[src/rtl/oh_ins_pkg.sv]
package oh_ins_pkg;
  localparam int NBYTES  = 19;
  localparam int NBITS   = NBYTES * 8;
  localparam int OH_ROWS = 9;
  localparam int OH_COLS = 3;
  localparam int RW      = 4;
  localparam int BCW     = $clog2(NBITS);

  typedef enum logic [1:0] {CAP_IDLE, CAP_STROBE, CAP_SHIFT, CAP_DONE} cap_state_e;

  typedef struct packed {
    logic       hit;
    logic [4:0] idx;
  } oh_slot_t;

  function automatic oh_slot_t oh_slot(input logic [RW-1:0] row, input logic [1:0] col);
    oh_slot_t s;
    s = '0;
    case (row)
      4'd0: if (col == 2'd2) s = '{1'b1, 5'd0};
      4'd1: if (col != 2'd0) s = '{1'b1, 5'(col)};
      4'd2: s = '{1'b1, 5'd3 + 5'(col)};
      4'd4: if (col != 2'd0) s = '{1'b1, 5'd5 + 5'(col)};
      4'd5, 4'd6, 4'd7: s = '{1'b1, 5'd8 + 5'(row - 4'd5) * 5'd3 + 5'(col)};
      4'd8: if (col == 2'd0) s = '{1'b1, 5'd17};
            else if (col == 2'd2) s = '{1'b1, 5'd18};
      default: s = '0;
    endcase
    if (col == 2'd3) s = '0;
    return s;
  endfunction
endpackage

[src/rtl/oh_sclk_gen.sv]
module oh_sclk_gen #(
  parameter int DIV = 360
) (
  input  logic clk,
  input  logic rst_n,
  output logic sclk,
  output logic tick
);
  localparam int CW   = $clog2(DIV);
  localparam int HALF = DIV / 2;

  logic [CW-1:0] cnt;

  always_ff @(posedge clk or negedge rst_n) begin
    if (!rst_n)                    cnt <= '0;
    else if (cnt == CW'(DIV - 1))  cnt <= '0;
    else                           cnt <= cnt + 1'b1;
  end

  assign tick = (cnt == CW'(DIV - 1));
  assign sclk = (cnt < CW'(HALF));
endmodule

[src/rtl/oh_pos_track.sv]
module oh_pos_track import oh_ins_pkg::*; #(
  parameter int COLS = 90,
  localparam int CW  = $clog2(COLS)
) (
  input  logic          clk,
  input  logic          rst_n,
  input  logic          beat,
  input  logic [RW-1:0] row,
  input  logic [CW-1:0] col,
  output logic          fstart,
  output logic          jump
);
  logic [RW-1:0] exp_row;
  logic [CW-1:0] exp_col;
  logic          synced;

  assign fstart = beat && (row == '0) && (col == '0);
  assign jump   = beat && synced && ((row != exp_row) || (col != exp_col));

  always_ff @(posedge clk or negedge rst_n) begin
    if (!rst_n) begin
      exp_row <= '0;
      exp_col <= '0;
      synced  <= 1'b0;
    end else if (beat) begin
      synced <= 1'b1;
      if (col == CW'(COLS - 1)) begin
        exp_col <= '0;
        exp_row <= (row == RW'(OH_ROWS - 1)) ? '0 : row + 1'b1;
      end else begin
        exp_col <= col + 1'b1;
        exp_row <= row;
      end
    end
  end
endmodule

[src/rtl/oh_capture.sv]
module oh_capture import oh_ins_pkg::*; (
  input  logic             clk,
  input  logic             rst_n,
  input  logic             tick,
  input  logic             sdata,
  input  logic             fstart,
  input  logic             jump,
  output logic             strobe,
  output logic             loaded,
  output logic [NBITS-1:0] active
);
  cap_state_e       st;
  logic             req;
  logic             abort_p;
  logic [BCW-1:0]   bitcnt;
  logic [NBITS-1:0] shadow;
  logic             busy;

  assign busy = (st == CAP_STROBE) || (st == CAP_SHIFT);

  always_ff @(posedge clk or negedge rst_n) begin
    if (!rst_n) begin
      st      <= CAP_IDLE;
      req     <= 1'b0;
      abort_p <= 1'b0;
      bitcnt  <= '0;
      shadow  <= '0;
      active  <= '0;
      loaded  <= 1'b0;
      strobe  <= 1'b0;
    end else begin
      if (jump && busy) abort_p <= 1'b1;
      if (fstart && (st == CAP_IDLE || abort_p || (jump && busy))) req <= 1'b1;
      if (st == CAP_DONE && fstart) begin
        active <= shadow;
        loaded <= 1'b1;
        req    <= 1'b1;
        st     <= CAP_IDLE;
      end
      if (tick) begin
        if (abort_p || (jump && busy)) begin
          st      <= CAP_IDLE;
          strobe  <= 1'b0;
          abort_p <= 1'b0;
        end else begin
          case (st)
            CAP_IDLE: if (req) begin
              st     <= CAP_STROBE;
              strobe <= 1'b1;
              req    <= 1'b0;
            end
            CAP_STROBE: begin
              st     <= CAP_SHIFT;
              strobe <= 1'b0;
              bitcnt <= '0;
            end
            CAP_SHIFT: begin
              shadow <= {shadow[NBITS-2:0], sdata};
              if (bitcnt == BCW'(NBITS - 1)) st <= CAP_DONE;
              else                           bitcnt <= bitcnt + 1'b1;
            end
            default: ;
          endcase
        end
      end
    end
  end
endmodule

[src/rtl/oh_serial_insert.sv]
module oh_serial_insert import oh_ins_pkg::*; #(
  parameter int DIV  = 360,
  parameter int COLS = 90,
  localparam int CW  = $clog2(COLS)
) (
  input  logic              clk,
  input  logic              rst_n,
  input  logic              ins_enable,
  input  logic [NBYTES-1:0] byte_enable,
  input  logic              s_valid,
  output logic              s_ready,
  input  logic [7:0]        s_data,
  input  logic [RW-1:0]     s_row,
  input  logic [CW-1:0]     s_col,
  output logic              m_valid,
  input  logic              m_ready,
  output logic [7:0]        m_data,
  output logic              oh_sclk,
  output logic              oh_strobe,
  input  logic              oh_sdata
);
  logic             tick, beat, fstart, jump, loaded;
  logic [NBITS-1:0] active;
  oh_slot_t         slot;
  logic [7:0]       act_byte;

  assign beat    = s_valid && m_ready;
  assign m_valid = s_valid;
  assign s_ready = m_ready;

  oh_sclk_gen #(.DIV(DIV)) u_sclk (
    .clk(clk), .rst_n(rst_n), .sclk(oh_sclk), .tick(tick)
  );

  oh_pos_track #(.COLS(COLS)) u_pos (
    .clk(clk), .rst_n(rst_n), .beat(beat), .row(s_row), .col(s_col),
    .fstart(fstart), .jump(jump)
  );

  oh_capture u_cap (
    .clk(clk), .rst_n(rst_n), .tick(tick), .sdata(oh_sdata),
    .fstart(fstart), .jump(jump), .strobe(oh_strobe),
    .loaded(loaded), .active(active)
  );

  always_comb begin
    slot = (s_col < CW'(OH_COLS)) ? oh_slot(s_row, s_col[1:0]) : '0;
    act_byte = active[NBITS - 1 - 8 * int'(slot.idx) -: 8];
    if (ins_enable && loaded && slot.hit && byte_enable[slot.idx])
      m_data = act_byte;
    else
      m_data = s_data;
  end
endmodule

[config.mk]
export PLATFORM = sky130hd
export DESIGN_NAME = oh_serial_insert
export DESIGN_NICKNAME = d
export VERILOG_FILES = /design/src/rtl/oh_ins_pkg.sv /design/src/rtl/oh_sclk_gen.sv /design/src/rtl/oh_pos_track.sv /design/src/rtl/oh_capture.sv /design/src/rtl/oh_serial_insert.sv
export SDC_FILE = /design/constraint.sdc
export NUM_CORES = 1
export LEC_CHECK = 0
export ABC_AREA = 1
export BUFFER_PORTS_ARGS = -buffer_cell sky130_fd_sc_hd__buf_2
export CAP_MARGIN = 5
export CORE_MARGIN = 5
export CORE_UTILIZATION = 60
export DETAILED_ROUTE_END_ITERATION = 8
export MAX_ROUTING_LAYER = met4
export PLACE_DENSITY = 0.77
export SKIP_CTS_REPAIR_TIMING = 1
export SLEW_MARGIN = 15
export SYNTH_ARGS = -nofsm -noshare
export SYNTH_HDL_FRONTEND = slang
export SYNTH_SLANG_ARGS = --single-unit
[constraint.sdc]
create_clock -name clk -period 5.2 [get_ports clk]
set_clock_uncertainty 0.15 [all_clocks]
set_input_delay 1.04 -clock clk [delete_from_list [all_inputs] [get_ports clk]]
set_output_delay 1.04 -clock clk [all_outputs]
set_load 0.02 [all_outputs]
==> results of run 1 <==
==> registers in the layout, indices dropped and copies added (netlist names) <==
register,cells
u_cap.abort_p,1
u_cap.active,152
u_cap.bitcnt,8
u_cap.loaded,1
u_cap.req,1
u_cap.shadow,152
u_cap.st,2
u_cap.strobe,1
u_pos.exp_col,7
u_pos.exp_row,4
u_pos.synced,1
u_sclk.cnt,9
==> tightest hold or removal path, delay by kind of cell, from the launching register on <==
| kind | cells | cell delay, ns |
|---|---|---|
| DFF | 1 | 0.34 |
| and+or+nand+nor | 2 | 0.09 |
==> per-stage QoR <==
stage	setup TNS (ns)	std cells	total power, mW	util
after floorplan	0	2066	2.82	-
after global placement	-1.16	2394	2.93	0.635
after detailed placement	-1.07	2394	2.93	0.635
after CTS	-1.24	2459	5.64	0.682
after global routing	-0.688	2474	5.80	0.709
final	0	2474	5.62	0.709
==> per-layer routing <==
| layer | vias up | track usage |
|---|---|---|
| met3 | 109 | 0.0377 |
| met5 | - | - |
| met2 | 459 | 0.392 |
| met1 | 6425 | 0.354 |
| met4 | 0 | 0.0841 |
| li1 | 6556 | - |
==> layout by cell type, fill, tap and decap left out, types with 4 or more instances in the layout <==
master,n
sky130_fd_sc_hd__nand2_1,524
sky130_fd_sc_hd__dfrtp_1,339
sky130_fd_sc_hd__inv_1,336
sky130_fd_sc_hd__o21ai_0,316
sky130_fd_sc_hd__nand3_1,153
sky130_fd_sc_hd__nor2_1,57
sky130_fd_sc_hd__buf_2,45
sky130_fd_sc_hd__clkbuf_16,44
sky130_fd_sc_hd__buf_4,29
sky130_fd_sc_hd__nand3_2,24
sky130_fd_sc_hd__ha_1,21
sky130_fd_sc_hd__nand2_2,20
sky130_fd_sc_hd__o21ai_1,18
sky130_fd_sc_hd__buf_12,16
sky130_fd_sc_hd__nand4_1,12
sky130_fd_sc_hd__nor2_4,11
sky130_fd_sc_hd__xor2_1,11
sky130_fd_sc_hd__nor3_1,10
sky130_fd_sc_hd__a21oi_1,10
sky130_fd_sc_hd__a21oi_2,9
sky130_fd_sc_hd__clkbuf_1,9
sky130_fd_sc_hd__inv_2,8
sky130_fd_sc_hd__xnor2_1,8
sky130_fd_sc_hd__nor2_2,8
sky130_fd_sc_hd__nand2_4,8
sky130_fd_sc_hd__nand3_4,7
sky130_fd_sc_hd__o22ai_1,6
sky130_fd_sc_hd__clkinv_2,6
sky130_fd_sc_hd__buf_6,6
sky130_fd_sc_hd__o31ai_1,5
sky130_fd_sc_hd__clkbuf_8,5
sky130_fd_sc_hd__bufinv_16,5
sky130_fd_sc_hd__inv_4,4
sky130_fd_sc_hd__inv_6,4
sky130_fd_sc_hd__buf_8,4
==> kinds of logic after synthesis <==
logic type / Yosys count / share of synthesized area
muxes: 1 / 0.000685
AOI/OAI and AO/OA: 378 / 0.119
xor gates and xnor gates: 20 / 0.0107
adders and majority gates: 25 / 0.0195
buffers and inverters: 456 / 0.110
and+or+nand+nor: 847 / 0.224
DFF: 339 / 0.516
==> synthesized netlist by cell type (all sizes together) <==
cell     instances
a21o             2
a21oi           21
a22o             1
a31oi            2
a32o             1
and2             1
and3             1
buf             34
clkbuf          70
clkinv           1
dfrtp          339
fa               1
ha              24
inv            351
mux2             1
nand2          555
nand3          184
nand3b           2
nand4           12
nor2            79
nor3            10
nor4             2
o2111ai          1
o211a            1
o211ai           1
o21ai          335
o21bai           1
o221ai           1
o22ai            6
o31ai            5
or2              1
xnor2            9
xor2            11
==> worst paths after layout <==
kind / cells after the start / endpoint / from
worst max-delay path: 21 / m_data[1] / s_row[0]
worst min-delay path: 2 / u_cap.strobe / u_cap.strobe
worst max register to register: 10 / u_cap.shadow[32] / u_sclk.cnt[0]
worst min register to register: 2 / u_cap.strobe / u_cap.strobe
max in group asynchronous: 2 / u_cap.active[103] / rst_n
min in group asynchronous: 1 / u_sclk.cnt[2] / rst_n
==> power by group through the flow <==
stage / combinational (mW) / sequential [mW] / clock, mW
final: 0.249 / 2.66 / 2.71
after global routing: 0.279 / 2.66 / 2.87
after floorplan: 0.114 / 2.70 / 0
after global placement: 0.221 / 2.70 / 0
after CTS: 0.228 / 2.66 / 2.75
after detailed placement: 0.227 / 2.70 / 0
==> cell type report <==
| type | count | area [um^2] |
|---|---|---|
| clock inverters | 13 | 205 |
| flip-flops and latches | 339 | 8480 |
| fillers | 1981 | 7850 |
| multi-input cells | 1271 | 6540 |
| well taps | 341 | 427 |
| repair buffers | 106 | 1040 |
| clock buffers | 52 | 1050 |
| inverters | 352 | 1350 |
==> impl_summary.log, run 1 <==
INFO  metric initial_utilization = 0.610
INFO  metric power.net_switching = roughly 1.2 mW
INFO  metric slew_viol_final = 0
INFO  metric m1WireLength = ~17000 um
INFO  metric grt_max_degree = between 300 and 400
INFO  metric synth-warning-count = 0
INFO  metric die-width = approximately 180 um
INFO  metric design.core.area = approximately 0.027 mm^2
INFO  metric floorplan.io_pins = 56
INFO  metric ff2ff_setup_slack = ~2 ns
INFO  metric hp-class = flop to flop
INFO  metric worstPathCellList = buf_8 > inv_6 > ha_4 > xnor2_2 > xor2_1 > inv_1 > ha_2 > fa_1 > nand3_2 > nand3_4 > nand4_1 > nand2_4 > clkbuf_16 > nand3_1 > nand3_1 > nand2_1 > nand2_1 > nand2_1 > nor2_2 > nor2_1 > buf_2
INFO  metric timing_hold_violations_final = 0
INFO  metric switching_share = 0.217
INFO  metric fp.dieH = around 180 um
INFO  metric dp.final_hpwl = 24600 um
INFO  metric area_growth = 16.2%
INFO  metric remaining_routing_drc_violations = 0
INFO  metric route.vias.total = about 14000
INFO  metric cellPowerDensity = just under 300 mW/mm^2
INFO  metric floorplan.die_area = approximately 0.031 mm^2
INFO  metric maxUsedRoutingLayer = met4
INFO  metric crit_path_frequent_cell = sky130_fd_sc_hd__nand2_1
INFO  metric clkSinkCount = between 300 and 400
INFO  metric routed_wire_length_per_instance = about 16 um
INFO  metric crit_family = simple AND/OR/NAND/NOR gates
INFO  metric min_period_over_period = 0.996
INFO  metric grt_pass1_wl = 63800 um
INFO  metric worstPathMaxFanout = 8
INFO  metric post-synth-top-area-cell = sky130_fd_sc_hd__dfrtp_1
INFO  metric finalCriticalPeriod = around 5.2 ns
INFO  metric placementRows = 60
INFO  metric dr.pass1.iters = 6
INFO  metric grt.total_usage = 0.255
INFO  metric wl_met2 = roughly 18000 um
INFO  metric finalWirelength = 39100 um
INFO  metric holdWs = 0.315 ns
INFO  metric critical_path_class = input pin to output port
INFO  metric ys_seq_area_frac = 0.516
INFO  metric dr_wl_met3 = around 2400 um
INFO  metric comb_power_share = 0.044
INFO  metric cts_buffers = 37
INFO  metric max_stage_delay = about 0.5 ns
INFO  metric timing.critical_path.buf_inv = 5
INFO  metric htree_num_levels = 2
INFO  metric number_of_antenna_violations_at_the_first_check_in_global_routing = 0
INFO  metric diodes = 0
INFO  metric netlist_area_before_placement = about 0.016 mm^2
INFO  metric cp_data_arrival_time = roughly 4 ns
INFO  metric worst_ep_required = 4.01 ns
INFO  metric yosys-top-cells-area = sky130_fd_sc_hd__dfrtp_1 52%, sky130_fd_sc_hd__nand2_1 12%, sky130_fd_sc_hd__o21ai_0 9.8%, sky130_fd_sc_hd__inv_1 7.8%, sky130_fd_sc_hd__nand3_1 5.4%
INFO  metric power.internal = about 4.4 mW
INFO  metric postPlaceCellArea = about 0.017 mm^2
INFO  metric cts_root_buffer = sky130_fd_sc_hd__clkbuf_16
INFO  metric final_design_area_no_fill = about 0.019 mm^2
INFO  metric clk_path_buf_depth = 3
INFO  metric clock_latency_late_sink = ~0.52 ns
INFO  metric port_buffers = 55
INFO  metric synth-seq-cells = roughly 340
INFO  metric setup_slack = 0.0199 ns
INFO  metric power.sequential.fraction = 0.473
INFO  metric worstSetupEndpointType = output port
INFO  metric syn-instance-count = a little over 2000
INFO  metric first_global_vias = about 13000
INFO  metric grt-ovfl-total = 0
INFO  metric cap_violations = 0
INFO  metric slew_worst_pin = between 1 and 1.5 ns
INFO  metric avgSynthCellArea = between 7 and 8 um^2
INFO  metric synth.net_count = ~2100
INFO  metric grt_setup_unrepaired = yes
INFO  metric setup_viol_count_final = 0
INFO  metric layout-drive-gt1-share = 0.131
INFO  metric cts_tree = built
INFO  metric post_drt_antenna_nets = 0
INFO  metric outcome = complete, no violations
INFO  metric worst_ir_drop_vdd = 0.368 mV
INFO  metric slowest_stage = sky130_fd_sc_hd__fa_1
INFO  metric first_iter_violations = about 1400
INFO  metric critPathLaunchType = input pin
INFO  metric nets = 2176
INFO  metric power.clock.fraction = 0.483
INFO  metric yosys_cell_types = 49
INFO  metric slew_headroom = 0.0806
INFO  metric post-synth-top-area-fraction = 0.516
INFO  metric vias_per_cell = roughly 5.5
INFO  metric power.static_leakage = 8.70 nW
INFO  metric achievable-frequency = 193 MHz
INFO  metric clk_transition_reported_paths = 0.05 ns
INFO  metric gp_routability_congestion = 0.951
INFO  metric pre_cts_slack = -0.155 ns
No activity file was read; power rests on OpenSTA's default activity.
==> inputs of run 2 (changes only) <==
SYNTH_HIERARCHICAL = 1   (was not set)
clock period = 5 ns   (was 5.2 ns; I/O delays follow)
==> impl_summary.log, run 2 <==
INFO  metric outcome = complete, no violations
INFO  metric layout.cells.most_common_list = 535 x sky130_fd_sc_hd__nand2_1, 339 x sky130_fd_sc_hd__dfrtp_1, 321 x sky130_fd_sc_hd__inv_1, 241 x sky130_fd_sc_hd__o21ai_0, 194 x sky130_fd_sc_hd__nand3_1
INFO  metric number_of_antenna_violations_at_the_first_check_in_global_routing = 0
INFO  metric synth-warning-count = 6
INFO  metric synth.net_count = about 2200
INFO  metric port_buffers = 55
INFO  metric dr.pass1.iters = 6
INFO  metric placementRows = 61
INFO  metric grt.total_usage = 0.257
INFO  metric fin_util = 0.701
INFO  metric clk_transition_reported_paths = 0.06 ns
INFO  metric worst_ep_required = 3.85 ns
INFO  metric slew_viol_final = 0
INFO  metric finalWirelength = between 30000 and 40000 um
INFO  metric synthArstFlopShare = 1.00
INFO  metric achievable-frequency = between 200 and 250 MHz
INFO  metric ys.flop_type = sky130_fd_sc_hd__dfrtp_1
INFO  metric worst_hold_path.num_cells = 2
INFO  metric clkSinkCount = around 340
INFO  metric yosys-top-cells-area = sky130_fd_sc_hd__dfrtp_1 50%, sky130_fd_sc_hd__nand2_1 12%, sky130_fd_sc_hd__inv_1 7.4%, sky130_fd_sc_hd__o21ai_0 7.2%, sky130_fd_sc_hd__nand3_1 6.6%
INFO  metric first_global_vias = around 13000
INFO  metric nets = between 2000 and 2500
INFO  metric first_iter_violations = between 1000 and 1500
INFO  metric floorplan.io_pins = 56
INFO  metric r2r.worst_path.cells = 10
INFO  metric fp.dieH = 177 um
INFO  metric finalSetupTns = 0 ns
INFO  metric layout-drive-gt1-share = 0.145
INFO  metric pre_cts_slack = -0.243 ns
INFO  metric ys_seq_area_frac = 0.505
INFO  metric setup_viol_count_final = 0
INFO  metric dp.final_hpwl = roughly 25000 um
INFO  metric htree_num_levels = 2
INFO  metric grt_max_degree = between 300 and 400
INFO  metric worst_ir_drop_vdd = 0.305 mV
INFO  metric design.core.area = 0.0277 mm^2
INFO  metric grt-ovfl-total = 0
INFO  metric slew_headroom = 0.149
INFO  metric largest_registers = u_cap/active (152), u_cap/shadow (152), u_sclk/cnt (9)
INFO  metric routed_wire_length_per_instance = around 15 um
INFO  metric cts_buffers = 37
INFO  metric post_drt_antenna_nets = 0
INFO  metric area_growth = 15.6%
INFO  metric syn-instance-count = approximately 2100
INFO  metric cts_root_buffer = sky130_fd_sc_hd__clkbuf_16
INFO  metric post-synth-top-area-fraction = 0.505
INFO  metric critical_path_class = input pin to output port
INFO  metric grt_pass1_wl = 64800 um
INFO  metric clock_latency_late_sink = 0.52 ns
INFO  metric cellPowerDensity = 305 mW/mm^2
INFO  metric grt_setup_unrepaired = yes
INFO  metric yosys_cell_types = 38
INFO  metric min_period_over_period = 0.986
INFO  metric route.vias.total = roughly 14000
INFO  metric vias_per_cell = around 5.4
INFO  metric worstPathMaxFanout = 8
INFO  metric setup_slack = around 0.069 ns
INFO  metric layout.cells.most_common = sky130_fd_sc_hd__nand2_1
INFO  metric post-synth-top-area-cell = sky130_fd_sc_hd__dfrtp_1
INFO  metric diodes = 0
INFO  metric hp-class = flop to flop
INFO  metric synth_enable_flop_cells = 0
INFO  metric synth-seq-cells = approximately 340
INFO  metric floorplan.die_area = around 0.031 mm^2
INFO  metric initial_utilization = 0.607
INFO  metric slew_worst_pin = between 1 and 1.5 ns
INFO  metric power.static_leakage = 9.72 nW
INFO  metric netlist_area_before_placement = approximately 0.017 mm^2
INFO  metric clk_path_buf_depth = 3
INFO  metric dp.cells = about 2500
INFO  metric gp_routability_congestion = 0.898
INFO  metric finalCriticalPeriod = approximately 4.9 ns
INFO  metric cts_tree = built
INFO  metric timing_hold_violations_final = 0
INFO  metric nFillCells = between 2000 and 2500
INFO  metric critPathLaunchType = input pin
INFO  metric remaining_routing_drc_violations = 0
INFO  metric cp_data_arrival_time = between 3 and 4 ns
INFO  metric leading_cell_type_by_number_of_instances_after_synthesis = sky130_fd_sc_hd__nand2_1
INFO  metric die-width = between 150 and 200 um
INFO  metric worstSetupEndpointType = output port
INFO  metric cap_violations = 0
INFO  metric final-instance-count-excl-fill = approximately 2600
INFO  metric avgSynthCellArea = approximately 7.9 um^2
INFO  metric synth.top_cells.by_count = 551 x sky130_fd_sc_hd__nand2_1, 339 x sky130_fd_sc_hd__dfrtp_1, 331 x sky130_fd_sc_hd__inv_1
-- run 2: area by class of cell --
| class | instances | area [um^2] | share of cell area |
|---|---|---|---|
| multi-input cells | 1333 | 6820 | 0.351 |
| clock buffers | 52 | 1110 | 0.0574 |
| flip-flops and latches | 339 | 8480 | 0.437 |
| repair buffers | 126 | 1060 | 0.0548 |
| clock inverters | 12 | 178 | 0.00915 |
| well taps | 378 | 473 | 0.0243 |
| inverters | 340 | 1300 | 0.0667 |
-- run 2: power breakdown --
part | total, mW | switching, mW | internal, mW | leakage [nW]
clock | 2.85 | 1.09 | 1.76 | 0.635
combinational | 0.306 | 0.194 | 0.112 | 5.19
sequential | 2.76 | 0.00786 | 2.76 | 3.89
-- run 2: cell families (layout without fill, tap and decap cells) --
kind of cell	count (synthesis)	after routing	synth area share
AOI/OAI and AO/OA	369	369	0.111
xor gates and xnor gates	16	16	0.00834
DFF	339	339	0.505
and+or+nand+nor	919	919	0.240
buffers and inverters	448	530	0.114
adders and majority gates	29	29	0.0220
-- run 2: worst paths after layout --
kind	slack, ns	endpoint	start
min	0.32	u_cap/loaded	u_cap/loaded
max reg2reg	2.29	u_cap/shadow[99]	u_sclk/cnt[0]
max in group asynchronous	3.19	u_cap/active[6]	rst_n
min reg2reg	0.32	u_cap/loaded	u_cap/loaded
max	0.07	m_data[2]	s_row[1]
min in group asynchronous	0.43	u_pos/exp_col[2]	rst_n
-- run 2: worst max-delay path, cell delays in order --
cell and delay, ns:
sky130_fd_sc_hd__buf_6 0.10, sky130_fd_sc_hd__inv_4 0.05, sky130_fd_sc_hd__ha_4 0.15, sky130_fd_sc_hd__inv_4 0.04, sky130_fd_sc_hd__nor2_4 0.12, sky130_fd_sc_hd__nor2_4 0.06, sky130_fd_sc_hd__ha_4 0.27, sky130_fd_sc_hd__fa_1 0.43
sky130_fd_sc_hd__nand3_2 0.10, sky130_fd_sc_hd__nand3_4 0.08, sky130_fd_sc_hd__buf_6 0.13, sky130_fd_sc_hd__inv_4 0.05, sky130_fd_sc_hd__nand2_4 0.06, sky130_fd_sc_hd__nand2_4 0.07, sky130_fd_sc_hd__nand2_4 0.06, sky130_fd_sc_hd__nand2_4 0.09
sky130_fd_sc_hd__clkinvlp_4 0.23, sky130_fd_sc_hd__nand3_2 0.15, sky130_fd_sc_hd__nand2_2 0.07, sky130_fd_sc_hd__nand2_1 0.06, sky130_fd_sc_hd__nand2_1 0.06, sky130_fd_sc_hd__nor2_2 0.15, sky130_fd_sc_hd__nor2_2 0.05, sky130_fd_sc_hd__buf_6 0.12
-- run 2: per-stage QoR --
stage	power [mW]	hold WS, ns	instance area (um^2)
3_5_place_dp	3.09	0.304	17600
6_report	5.92	0.319	19400
5_1_grt	6.13	0.341	19400
2_1_floorplan	2.95	0.277	16800
3_3_place_gp	3.08	0.292	17600
4_1_cts	5.95	0.318	18900
-- run 2: per-layer routing --
metal  share of wire  vias up  GRT usage  wire length [um]
li1                -     6805          -                 -
met1            0.44     6600      0.352             17400
met2            0.48      357      0.412             18800
met3           0.058       63     0.0352              2270
met4           0.023        0     0.0638               903
met5               0        -          -                 0
